`src/rtl/tbt_pkg.sv`:
```
package tbt_pkg;

  localparam int REG_W   = 8;
  localparam int SEL_W   = 4;

  localparam int POS_FLAG = 7;
  localparam int POS_IE   = 6;
  localparam int POS_RSV  = 5;
  localparam int POS_SELH = 4;
  localparam int POS_SELL = 1;
  localparam int POS_CLR  = 0;

  typedef struct packed {
    logic             flag;
    logic             ie;
    logic [SEL_W-1:0] code;
  } tbt_ctrl_t;

endpackage

```
`src/rtl/tbt_prescaler.sv`:
```
module tbt_prescaler #(
  parameter int CNT_W = 32
) (
  input  logic             clk,
  input  logic             rst_n,
  input  logic             clr,
  output logic [CNT_W-1:0] cnt
);

  logic [CNT_W-1:0] cnt_q;
  logic [CNT_W-1:0] cnt_d;

  always_comb begin
    if (clr) cnt_d = '0;
    else     cnt_d = cnt_q + {{(CNT_W-1){1'b0}}, 1'b1};
  end

  always_ff @(posedge clk or negedge rst_n) begin
    if (!rst_n) cnt_q <= '0;
    else        cnt_q <= cnt_d;
  end

  assign cnt = cnt_q;

  p_clr_zero_r2: assert property (@(posedge clk) disable iff (!rst_n)
    clr |=> (cnt_q == '0));

  p_advance_r2: assert property (@(posedge clk) disable iff (!rst_n)
    !clr |=> (cnt_q == $past(cnt_q) + 1'b1));

endmodule

```
`src/rtl/tbt_tap_detect.sv`:
```
module tbt_tap_detect #(
  parameter int CNT_W = 32,
  parameter int SEL_W = 4
) (
  input  logic             clk,
  input  logic             rst_n,
  input  logic [CNT_W-1:0] cnt,
  input  logic [SEL_W-1:0] code,
  output logic             tick
);

  localparam int NTAP = 1 << SEL_W;

  logic [NTAP-1:0] hit;

  // Counter only increments or returns to 0, so bits k..0 equal to 2^k
  // marks exactly the first cycle after bit k went from 0 to 1.
  for (genvar g = 0; g < NTAP; g++) begin : g_tap
    localparam int K = 2 * g + 1;
    if (K < CNT_W) begin : g_ok
      assign hit[g] = (cnt[K:0] == {1'b1, {K{1'b0}}});
    end else begin : g_none
      assign hit[g] = 1'b0;
    end
  end

  assign tick = hit[code];

  p_tick_bit_set_r3: assert property (@(posedge clk) disable iff (!rst_n)
    tick |-> (cnt != '0));

  initial begin
    a_width_r3: assert (CNT_W >= 2 * NTAP);
  end

endmodule

```
`src/rtl/tbt_ctrl_reg.sv`:
```
module tbt_ctrl_reg
  import tbt_pkg::*;
(
  input  logic             clk,
  input  logic             rst_n,
  input  logic             wr_en,
  input  logic             rd_en,
  input  logic             rmw,
  input  logic [REG_W-1:0] wdata,
  input  logic             tick,
  output logic [REG_W-1:0] rdata,
  output logic [SEL_W-1:0] code,
  output logic             cnt_clr,
  output logic             flag,
  output logic             ie
);

  tbt_ctrl_t ctl_q;
  tbt_ctrl_t ctl_d;
  logic      flag_en;
  logic      cfg_en;
  logic      sw_clr;

  assign sw_clr  = wr_en && !wdata[POS_FLAG];
  assign flag_en = tick || sw_clr;
  assign cfg_en  = wr_en;

  always_comb begin
    ctl_d = ctl_q;
    if (flag_en) ctl_d.flag = tick;
    if (cfg_en) begin
      ctl_d.ie   = wdata[POS_IE];
      ctl_d.code = wdata[POS_SELH:POS_SELL];
    end
  end

  always_ff @(posedge clk or negedge rst_n) begin
    if (!rst_n) begin
      ctl_q.flag <= 1'b0;
    end else if (flag_en) begin
      ctl_q.flag <= ctl_d.flag;
    end
  end

  always_ff @(posedge clk or negedge rst_n) begin
    if (!rst_n) begin
      ctl_q.ie   <= 1'b0;
      ctl_q.code <= '0;
    end else if (cfg_en) begin
      ctl_q.ie   <= ctl_d.ie;
      ctl_q.code <= ctl_d.code;
    end
  end

  always_comb begin
    rdata = '0;
    if (rd_en) begin
      rdata[POS_FLAG]           = ctl_q.flag | rmw;
      rdata[POS_IE]             = ctl_q.ie;
      rdata[POS_SELH:POS_SELL]  = ctl_q.code;
    end
  end

  assign cnt_clr = wr_en && wdata[POS_CLR];
  assign code    = ctl_q.code;
  assign flag    = ctl_q.flag;
  assign ie      = ctl_q.ie;

  p_flag_fall_r4: assert property (@(posedge clk) disable iff (!rst_n)
    $fell(ctl_q.flag) |-> $past(wr_en && !wdata[POS_FLAG] && !tick));

  p_flag_hold_r4: assert property (@(posedge clk) disable iff (!rst_n)
    (ctl_q.flag && !sw_clr) |=> ctl_q.flag);

  p_set_wins_r5: assert property (@(posedge clk) disable iff (!rst_n)
    tick |=> ctl_q.flag);

  p_rmw_flag_r6: assert property (@(posedge clk) disable iff (!rst_n)
    (rd_en && rmw) |-> rdata[POS_FLAG]);

  p_rsv_zero_r8: assert property (@(posedge clk) disable iff (!rst_n)
    !rdata[POS_RSV] && !rdata[POS_CLR]);

endmodule

```
`src/rtl/tbt_timer.sv`:
```
module tbt_timer
  import tbt_pkg::*;
#(
  parameter int CNT_W = 32
) (
  input  logic             clk,
  input  logic             rst_n,
  input  logic             reg_sel,
  input  logic             reg_wr,
  input  logic             reg_rd,
  input  logic             reg_rmw,
  input  logic [REG_W-1:0] reg_wdata,
  output logic [REG_W-1:0] reg_rdata,
  output logic             irq
);

  logic [CNT_W-1:0] cnt;
  logic [SEL_W-1:0] code;
  logic             cnt_clr;
  logic             tick;
  logic             flag;
  logic             ie;
  logic             wr_en;
  logic             rd_en;

  assign wr_en = reg_sel && reg_wr;
  assign rd_en = reg_sel && reg_rd;

  tbt_prescaler #(.CNT_W(CNT_W)) u_pre (
    .clk   (clk),
    .rst_n (rst_n),
    .clr   (cnt_clr),
    .cnt   (cnt)
  );

  tbt_tap_detect #(.CNT_W(CNT_W), .SEL_W(SEL_W)) u_tap (
    .clk   (clk),
    .rst_n (rst_n),
    .cnt   (cnt),
    .code  (code),
    .tick  (tick)
  );

  tbt_ctrl_reg u_reg (
    .clk     (clk),
    .rst_n   (rst_n),
    .wr_en   (wr_en),
    .rd_en   (rd_en),
    .rmw     (reg_rmw),
    .wdata   (reg_wdata),
    .tick    (tick),
    .rdata   (reg_rdata),
    .code    (code),
    .cnt_clr (cnt_clr),
    .flag    (flag),
    .ie      (ie)
  );

  assign irq = flag && ie;

  p_irq_rise_r7: assert property (@(posedge clk) disable iff (!rst_n)
    $rose(irq) |-> $past(tick || (wr_en && reg_wdata[POS_IE])));

  p_rdata_idle_r9: assert property (@(posedge clk) disable iff (!rst_n)
    !rd_en |-> (reg_rdata == '0));

endmodule

```
`config.mk`:
```
export PLATFORM = sky130hd
export DESIGN_NAME = tbt_timer
export DESIGN_NICKNAME = d
export VERILOG_FILES = /design/src/rtl/tbt_pkg.sv /design/src/rtl/tbt_prescaler.sv /design/src/rtl/tbt_tap_detect.sv /design/src/rtl/tbt_ctrl_reg.sv /design/src/rtl/tbt_timer.sv
export SDC_FILE = /design/constraint.sdc
export NUM_CORES = 1
export LEC_CHECK = 0
export BUFFER_PORTS_ARGS = -buffer_cell sky130_fd_sc_hd__buf_4
export CAP_MARGIN = 30
export CORE_UTILIZATION = 25
export DETAILED_ROUTE_END_ITERATION = 16
export GPL_TIMING_DRIVEN = 0
export PLACE_DENSITY = 0.46
export SKIP_LAST_GASP = 1
export SYNTH_ARGS = -nofsm -noshare
export SYNTH_HDL_FRONTEND = slang
export SYNTH_SLANG_ARGS = --single-unit
```
`constraint.sdc`:
```
create_clock -name clk -period 4.5 [get_ports clk]
set_input_delay 0.9 -clock clk [delete_from_list [all_inputs] [get_ports clk]]
set_output_delay 0.9 -clock clk [all_outputs]
set_load 0.01 [all_outputs]
```
==> run_results.csv <==
group,metric,value,unit
sta,fin_crit,2.558,ns
sta,hold_viol,0,
synth,synthFlopType,"dfrtp_1",
grt,grt_pass1_wl,8714,um
place,place_ws,2.224,ns
sta,final-max-slew-violation-count,0,
place,placedCellCount,364,
die,placeableCoreArea,8382,um^2
min_path,hp-start,"u_pre.cnt[0]",
synth,synth-async-reset-ratio,100.0,%
min_path,holdCritPathClass,"flop to flop",
worst_setup_path,arrival,1.66,ns
die,design.die.area,9198,um^2
worst_setup_path,ff2ff_path_depth,5,
grt,grt_max_degree,39,
sta,slew_headroom,55.39,%
grt,grt_util_all_layers,12.63,%
sta,skew,0.005396,ns
sta,worst_slack,1.942,ns
die,die_w,95.91,um
synth,synthCells,239,
die,ios,23,
clock_tree,cts_tree,"done",
status,status,"finished, final reports clean",
routing,wl_per_cell,14.01,um
grt,grt_pass1_vias,1697,
worst_setup_path,cp_max_fo,10,
min_path,hold_depth,1,
worst_setup_path,critPathCaptureType,"output pin",
finish,stdcell_count,371,
min_path,min_to,"u_pre.cnt[0]",
routing,drc,0,
routing,drt-total-wl,5199,um
grt,grt_antenna_before_repair,0,
routing,via_count,1789,
worst_setup_path,crit_type,"flop to output pin",
synth,synth_top_area_cell,"dfrtp_1",
finish,final_common_cell,"dfrtp_1",
grt,grt_overflow_total,0,
sta,setup_viol_count_final,0,
sta,worst_pin_slew,0.6631,ns
pwr,pwr_density_cell,306.4,nW/um^2
die,die_h,95.91,um
clock_tree,path_clk_slew,0.08,ns
worst_setup_path,cp.required,3.60,ns
worst_setup_path,r2r_slack,2.46,ns
worst_setup_path,timing.rr.start,"u_reg.code[0]",
clock_tree,post_cts_buffers,0,
synth,yosys.cell_types.count,40,
finish,diodes,0,
clock_tree,cts.htree.levels,2,
place,port-buffer-count,19,
finish,drive_above_1_share,13.91,%
clock_tree,root_buffer,"clkbuf_8",
finish,nets,283,
clock_tree,ctsHoldBuffers,0,
synth,syn_area,2205,um^2
synth,synth-edff-count,0,
routing,firstDrtPassIters,4,
synth,yosys-top-cells-area,"dfrtp_1 43%, nor2_1 6.0%, xnor2_1 6.0%",
synth,ys_ff_latch,38,
clock_tree,cts.sinks,38,
synth,seq_area_frac_synth,43.13,%
routing,drt_iter0_drc,89,
pwr,vdd.ir_drop.worst,0.00008925,V
synth,yosysWarnings,0,
sta,timing.fmax,390.9,MHz
routing,route.antenna.remaining_nets,0,
sta,tns,0,ns
job,maxCapViolCount,0,
finish,final_cell_mix,"38 x dfrtp_1, 35 x nor2_1, 21 x buf_4",
die,start_util,26.30,%
clock_tree,cts_buffers,5,
worst_setup_path,worst_setup_path_start_kind,"flop",
pwr,cellLeakagePower,1.128,nW
routing,via_per_inst,4.822,
sta,post-route-period-util,56.85,%
clock_tree,cts_resized,0,
clock_tree,clk_latency,0.29,ns
worst_setup_path,timing.rr.end,"u_reg.flag",
place,gp_congestion,0.7212,
clock_tree,cts_buffer_depth,2,
sta,rsz0062_at_grt,"no",
place,hpwlAfterDp,3679,um
die,rows,33,
synth,synth_top_area_share,43.13,%
synth,synth.avg_cell_area,9.224,um^2
finish,fillers,892,
finish,syn_to_final_growth,16.17,%
-- per-stage QoR --
| stage | total power, mW | hold slack [ns] | utilization (%) | instance area [um^2] |
|---|---|---|---|---|
| finish | 0.7847 | 0.5060 | 30.56 | 2561 |
| floorplan | 0.5041 | 0.4682 | - | 2208 |
| global placement | 0.5640 | 0.4916 | 29.62 | 2482 |
| global route | 0.8395 | 0.5248 | 30.56 | 2561 |
| CTS | 0.7974 | 0.5100 | 30.56 | 2561 |
| detailed placement | 0.5655 | 0.4993 | 29.62 | 2482 |
-- sequential cells by signal (all words and copies together) (netlist names) --
name	flops
u_pre.cnt	32
u_reg.code	4
u_reg.flag	1
u_reg.ie	1
-- kinds of logic (layout without fill, tap and decap cells) --
group           after synthesis  after routing  synth area share, %
compound gates               18             18                5.959
xor+xnor                     29             29                11.52
fa+ha+maj                     3              3                1.703
buf+inv                      17             43                3.632
flops                        38             38                43.13
mux                           6              6                3.008
other cells                   1              2               0.1701
simple gates                127            127                30.87
-- area by class of cell --
type / instances / area [um^2] / area share, %
multi-input cells: 185 / 1177 / 45.97
flip-flops and latches: 38 / 950.9 / 37.13
repair buffers: 19 / 142.6 / 5.569
well taps: 105 / 131.4 / 5.129
clock buffers: 5 / 68.82 / 2.687
plain buffers: 12 / 61.31 / 2.394
inverters: 5 / 18.77 / 0.7328
clock inverters: 2 / 10.01 / 0.3908
-- cells in the mapped netlist, types with 3 or more instances --
master	number
a31oi_1	5
and2_1	4
and3_1	12
and4_1	3
clkbuf_1	8
dfrtp_1	38
ha_1	3
inv_1	5
mux2_2	5
nand2_1	15
nand3_1	11
nand4_1	9
nor2_1	35
nor2b_1	7
nor3_1	5
nor4_1	13
o21ai_0	3
xnor2_1	15
xor2_1	14
-- worst max-delay path: stages (launching register included) --
cell	delay, ns
dfrtp_1	0.51
clkbuf_1	0.49
and3_1	0.24
buf_4	0.12
-- how the worst max path moves through the flow --
stage	start	to	slack [ns]	depth (start not counted)
2_1_floorplan	reg_rmw	reg_rdata[7]	2.48	1
3_3_place_gp	u_reg.code[0]	reg_rdata[1]	2.22	3
3_5_place_dp	u_reg.code[0]	reg_rdata[1]	2.22	3
4_1_cts	u_reg.code[0]	reg_rdata[1]	1.89	3
5_1_grt	u_reg.code[0]	reg_rdata[1]	1.84	3
6_report	u_reg.code[0]	reg_rdata[1]	1.94	3
-- per-layer routing --
metal	part of all wire [%]	vias to the layer above	track usage [%]
met1	49	850	16.28
li1	-	898	-
met2	45	35	20.95
met5	0	-	0
met3	3.9	6	2.607
met4	1.5	0	4.353
-- power by group --
| group | total [mW] | internal, mW | leakage (nW) | switching [mW] |
|---|---|---|---|---|
| logic | 0.152 | 0.0699 | 0.572 | 0.0823 |
| clock network | 0.228 | 0.104 | 0.0438 | 0.124 |
| registers | 0.404 | 0.371 | 0.512 | 0.0335 |
| total | 0.785 | 0.545 | 1.13 | 0.240 |
Note: power is estimated with default switching activity, not from simulation.
